`src/rtl/cfg_seq_pkg.sv`:
```
package cfg_seq_pkg;
  typedef enum logic [1:0] {
    PH_HELD  = 2'd0,
    PH_SHIFT = 2'd1,
    PH_DONE  = 2'd2
  } seq_phase_t;
endpackage

```
`src/rtl/cfg_pin_ctl.sv`:
```
module cfg_pin_ctl
  import cfg_seq_pkg::*;
#(
  parameter bit RST_ACTIVE_HIGH = 1'b1
) (
  input  logic       por_n,
  input  logic       rst_oe,
  input  logic       ce_n,
  input  logic       done,
  output logic       clr,
  output logic       drive,
  output seq_phase_t phase
);
  logic rst_hit;

  generate
    if (RST_ACTIVE_HIGH) begin : g_pol_hi
      assign rst_hit = rst_oe;
    end else begin : g_pol_lo
      assign rst_hit = ~rst_oe;
    end
  endgenerate

  assign clr   = ~por_n | rst_hit;
  assign drive = ~clr & ~ce_n & ~done;

  always_comb begin
    if (done && !clr)  phase = PH_DONE;
    else if (drive)    phase = PH_SHIFT;
    else               phase = PH_HELD;
  end
endmodule

```
`src/rtl/cfg_addr_ctr.sv`:
```
module cfg_addr_ctr #(
  parameter int DEPTH = 2048,
  localparam int AW   = (DEPTH > 1) ? $clog2(DEPTH) : 1
) (
  input  logic          cclk,
  input  logic          clr,
  input  logic          step,
  output logic [AW-1:0] addr,
  output logic          done
);
  localparam logic [AW-1:0] LAST = AW'(DEPTH - 1);

  always_ff @(posedge cclk or posedge clr) begin
    if (clr) begin
      addr <= '0;
      done <= 1'b0;
    end else if (step) begin
      if (addr == LAST) done <= 1'b1;
      else              addr <= addr + 1'b1;
    end
  end


  hold_when_idle_chk: assert property (@(posedge cclk) disable iff (clr)
    !step |=> $stable(addr));


  advance_by_one_chk: assert property (@(posedge cclk) disable iff (clr)
    (step && addr != LAST) |=> (addr == $past(addr) + 1'b1));


  terminal_saturate_chk: assert property (@(posedge cclk) disable iff (clr)
    (step && addr == LAST) |=> (done && addr == LAST));


  done_sticky_chk: assert property (@(posedge cclk) disable iff (clr)
    done |=> (done && $stable(addr)));
endmodule

```
`src/rtl/cfg_bit_array.sv`:
```
module cfg_bit_array #(
  parameter int DEPTH = 2048,
  localparam int AW   = (DEPTH > 1) ? $clog2(DEPTH) : 1
) (
  input  logic          cclk,
  input  logic          we,
  input  logic [AW-1:0] wa,
  input  logic          wd,
  input  logic [AW-1:0] ra,
  output logic          rd
);
  logic store [DEPTH];

  always_ff @(posedge cclk) begin
    if (we) store[wa] <= wd;
  end

  assign rd = store[ra];
endmodule

```
`src/rtl/cfg_bitstream_seq.sv`:
```
module cfg_bitstream_seq
  import cfg_seq_pkg::*;
#(
  parameter int DEPTH           = 2048,
  parameter bit RST_ACTIVE_HIGH = 1'b1,
  localparam int AW             = (DEPTH > 1) ? $clog2(DEPTH) : 1
) (
  input  logic          cclk,
  input  logic          por_n,
  input  logic          ce_n,
  input  logic          rst_oe,
  input  logic          wr_en,
  input  logic [AW-1:0] wr_addr,
  input  logic          wr_bit,
  output logic          dout,
  output logic          dout_en,
  output logic          cascade_n
);
  logic          clr;
  logic          drive;
  logic          done;
  logic [AW-1:0] addr;
  logic          rd_bit;
  seq_phase_t    phase;

  cfg_pin_ctl #(.RST_ACTIVE_HIGH(RST_ACTIVE_HIGH)) u_pin (
    .por_n (por_n),
    .rst_oe(rst_oe),
    .ce_n  (ce_n),
    .done  (done),
    .clr   (clr),
    .drive (drive),
    .phase (phase)
  );

  cfg_addr_ctr #(.DEPTH(DEPTH)) u_ctr (
    .cclk(cclk),
    .clr (clr),
    .step(drive),
    .addr(addr),
    .done(done)
  );

  cfg_bit_array #(.DEPTH(DEPTH)) u_arr (
    .cclk(cclk),
    .we  (wr_en & ~drive),
    .wa  (wr_addr),
    .wd  (wr_bit),
    .ra  (addr),
    .rd  (rd_bit)
  );

  assign dout_en   = (phase == PH_SHIFT);
  assign dout      = rd_bit & dout_en;
  assign cascade_n = ~done;


  cascade_release_chk: assert property (@(posedge cclk) disable iff (clr)
    !cascade_n |-> !dout_en);
endmodule

```
`config.mk`:
```
export PLATFORM = sky130hd
export DESIGN_NAME = cfg_bitstream_seq
export DESIGN_NICKNAME = d
export VERILOG_FILES = /design/src/rtl/cfg_seq_pkg.sv /design/src/rtl/cfg_pin_ctl.sv /design/src/rtl/cfg_addr_ctr.sv /design/src/rtl/cfg_bit_array.sv /design/src/rtl/cfg_bitstream_seq.sv
export SDC_FILE = /design/constraint.sdc
export NUM_CORES = 2
export LEC_CHECK = 0
export ABC_AREA = 1
export BUFFER_PORTS_ARGS = -buffer_cell sky130_fd_sc_hd__buf_2
export CELL_PAD_IN_SITES_DETAIL_PLACEMENT = 1
export CELL_PAD_IN_SITES_GLOBAL_PLACEMENT = 2
export CORE_MARGIN = 5
export CORE_UTILIZATION = 42
export CTS_CLUSTER_SIZE = 24
export DETAILED_ROUTE_END_ITERATION = 12
export HOLD_SLACK_MARGIN = 0.1
export PLACE_DENSITY = 0.86
export SKIP_CTS_REPAIR_TIMING = 1
export SLEW_MARGIN = 20
export SYNTH_ARGS = -nofsm -noshare
export SYNTH_HDL_FRONTEND = slang
export SYNTH_HIERARCHICAL = 1
export SYNTH_SLANG_ARGS = --single-unit
```
`constraint.sdc`:
```
create_clock -name cclk -period 3.2 [get_ports cclk]
set_clock_uncertainty 0.1 [all_clocks]
set_input_delay 0.32 -clock cclk [delete_from_list [all_inputs] [get_ports cclk]]
set_output_delay 0.32 -clock cclk [all_outputs]
set_load 0.05 [all_outputs]
```
==> metrics.txt <==
worst hold endpoint u_ctr/addr[1]; area occupied by multi-input gates between 20,000 and 30,000 um^2; HPWL Detailed 180,000 um; clk sinks 2,060; Seq cells post-synth 2,060; initial antenna violation count 3; worst min path class input port to flop; worst-margin pin slew 1.05 ns; final hold vios 0; final worst setup slack -1.32 ns; chip width 479 um; status finished with violations; Via density 5.93; FF-to-FF setup slack around 0.05 ns; first-pass GRT wire length 489,000 um; reg2reg path depth 9; GRT Total Usage 0.285; Root Buffer clkbuf_16; vias 73,300; R2R Path End u_arr/store[1116]; maximum fanout along the worst path 13; Clk pin slew, worst setup/hold paths 0.06 ns; Placer Congestion 0.816; Max Fclk 221 MHz; final instance area 107,000 um^2; drt first pass iters 5; final net count 9,322; core area 219,000 um^2; number of cell rows 172; syn avg cell area 9.91 um^2; Avg WL per Cell 27.5 um; PortBufs 19; Post-Synth XOR/XNOR Area 0.000474; Area Overhead vs Synth 15.4%; drt first-iter violations around 8,400; Ports 20; Overflow after GRT 0; fillers 23,800; H-tree levels 4; crit end category output port; startpoint types flop; CP Class flop to output port; initial core utilization 0.422; Compound-Gate Fraction of Synth Area 0.000555; dpl cells 11,900; DRC Markers 0; Peak VDD IR 0.552 mV; min-delay src rst_oe; Synth cell types 34; Clock Tree Buf Depth 3; Setup violations, final 1; Die Y 479 um; Synth Warn # 6; final period utilization 1.41; post-synthesis sequential area ratio 0.668; DP Worst Slack -0.619 ns; Total Wirelength 340,000 um; setup TNS -1.32 ns; Simple-Gate Fraction of Synth Area 0.287; Synth Area in Adders 0.000135; WHS Path Cells 7; mux share of post-synthesis cell area 0; Mapped Cells 9,334; number of nets with antenna violations after routing 0; RSZ-0062 raised after global routing yes; hold_ws approximately 0.11 ns; failing checks setup timing; largest family of logic cells by synthesized area simple AND/OR/NAND/NOR gates; critical path data required time approximately 2.8 ns; Mapped Area 92,500 um^2; Non-Filler Instances 12,400; syn_nets 9,352; CTS tree built; die area 230,000 um^2; Reg area 61,800 um^2; leakage 35.9 nW; TritonCTS buffer count 215; min cycle time layout 4.52 ns; Max Cap Violations 0; vias in the first global route about 74,000; dpl cell area 98,900 um^2; power density cells ~800 nW/um^2; pin count of the biggest net entering global routing 202; Crit path arrival time 4.10 ns; FF-to-FF Start u_ctr/done; worst rel slew slack 0.299; latest clock arrival within the worst-skew pair 0.87 ns; Slew Limit Fails 0; share of post-route cells with drive strength above 1 0.103
## logic make-up after synthesis
group | Yosys count
AOI/OAI and AO/OA | 9
xor gates and xnor gates | 5
and+or+nand+nor | 6348
DFF | 2060
adders and majority gates | 1
buffers and inverters | 911
## placed cells by master, fill, tap and decap left out, types with 5 or more instances in the layout
master         netlist  routed
nand2_1           2169    2136
nor2_1            2093    2092
edfxtp_1          2048    2048
nand3_1           2053    2012
buf_4               55     362
clkbuf_16            0     232
buf_12               0     160
inv_1               70      67
clkinv_1             0      65
clkbuf_1           464      49
nand3_2              1      39
clkinv_2             0      35
nand2_4              2      35
bufinv_16            0      17
buf_2              244      17
buf_6               16      15
buf_16               0      14
nor3_2               2      14
dlygate4sd3_1        0       7
dfrtp_1             12       6
clkinvlp_4           0       5
buf_8                1       5
nor3_1              17       5
dfrtp_4              0       5
## worst max-delay path by stage
stage                        from  endpoint  slack, ns  cells after the start
floorplan           u_ctr/addr[2]      dout       0.45                     15
global placement    u_ctr/addr[0]      dout      -0.59                     19
detailed placement  u_ctr/addr[0]      dout      -0.62                     20
CTS                 u_ctr/addr[0]      dout      -1.58                     20
global route        u_ctr/addr[0]      dout      -1.36                     21
finish              u_ctr/addr[2]      dout      -1.32                     17
## state kept, by name, indices dropped and copies added (netlist names)
| name | count |
|---|---|
| u_arr/store | 2048 |
| u_ctr/addr | 11 |
| u_ctr/done | 1 |
## Yosys cell counts
library cell	instances	area [um^2]
a21oi_1	1	5.00
and2_1	1	6.26
buf_1	58	218
buf_2	244	1220
buf_4	55	413
buf_6	16	180
buf_8	1	15.0
clkbuf_1	464	1740
dfrtp_1	12	300
edfxtp_1	2048	61500
ha_1	1	12.5
inv_1	70	263
inv_2	2	7.51
inv_4	1	6.26
nand2_1	2169	8140
nand2_2	2	12.5
nand2_4	2	22.5
nand3_1	2053	10300
nand3_2	1	10.0
nand3b_1	1	7.51
nand4_1	2	12.5
nand4_2	1	12.5
nor2_1	2093	7860
nor2_2	2	12.5
nor2_4	1	11.3
nor3_1	17	85.1
nor3_2	2	20.0
o21ai_0	4	20.0
o21ai_1	1	5.00
o21bai_1	2	15.0
o22ai_1	1	6.26
or2_0	1	6.26
xnor2_1	4	35.0
xor2_1	1	8.76
## critical path, stage by stage (launching register included)
cell     delay (ns)
dfrtp_4        0.58
inv_8          0.27
buf_12         0.21
buf_4          0.27
nand3_1        0.11
nand3_1        0.11
nand3_1        0.13
nand3_1        0.18
nand3_1        0.25
nand3_2        0.18
nand3_1        0.10
nand3_1        0.12
nand3_2        0.10
nand2_4        0.11
buf_12         0.12
inv_1          0.08
nor2_4         0.14
buf_12         0.14
## metrics by stage
stage / total power [mW] / utilization
2_1_floorplan: 46.7 / -
3_3_place_gp: 59.0 / 0.451
4_1_cts: 84.3 / 0.482
3_5_place_dp: 59.6 / 0.451
5_1_grt: 89.1 / 0.487
6_report: 85.6 / 0.487
## per-layer routing
metal | GRT usage | part of all wire | up-vias
met5 | 0 | 0 | -
met3 | 0.0394 | 0.077 | 690
li1 | - | - | 31500
met4 | 0.116 | 0.041 | 0
met2 | 0.480 | 0.49 | 3207
met1 | 0.373 | 0.40 | 37900
## where the power goes
| part | switching (mW) | total, mW | internal [mW] |
|---|---|---|---|
| clock network | 10.7 | 24.7 | 14.0 |
| logic | 20.3 | 31.0 | 10.8 |
| registers | 0.166 | 29.9 | 29.7 |
| total | 31.1 | 85.6 | 54.4 |
## area by class of cell
cell class	count	area share
Sequential cell	2060	0.579
Multi-Input combinational cell	6363	0.254
Timing Repair Buffer	591	0.0654
Clock buffer	272	0.0538
Tap cell	2871	0.0337
Clock inverter	129	0.0100
Inverter	73	0.00310
Antenna cell	4	0.0000938
Note: power is estimated with default switching activity, not from simulation.
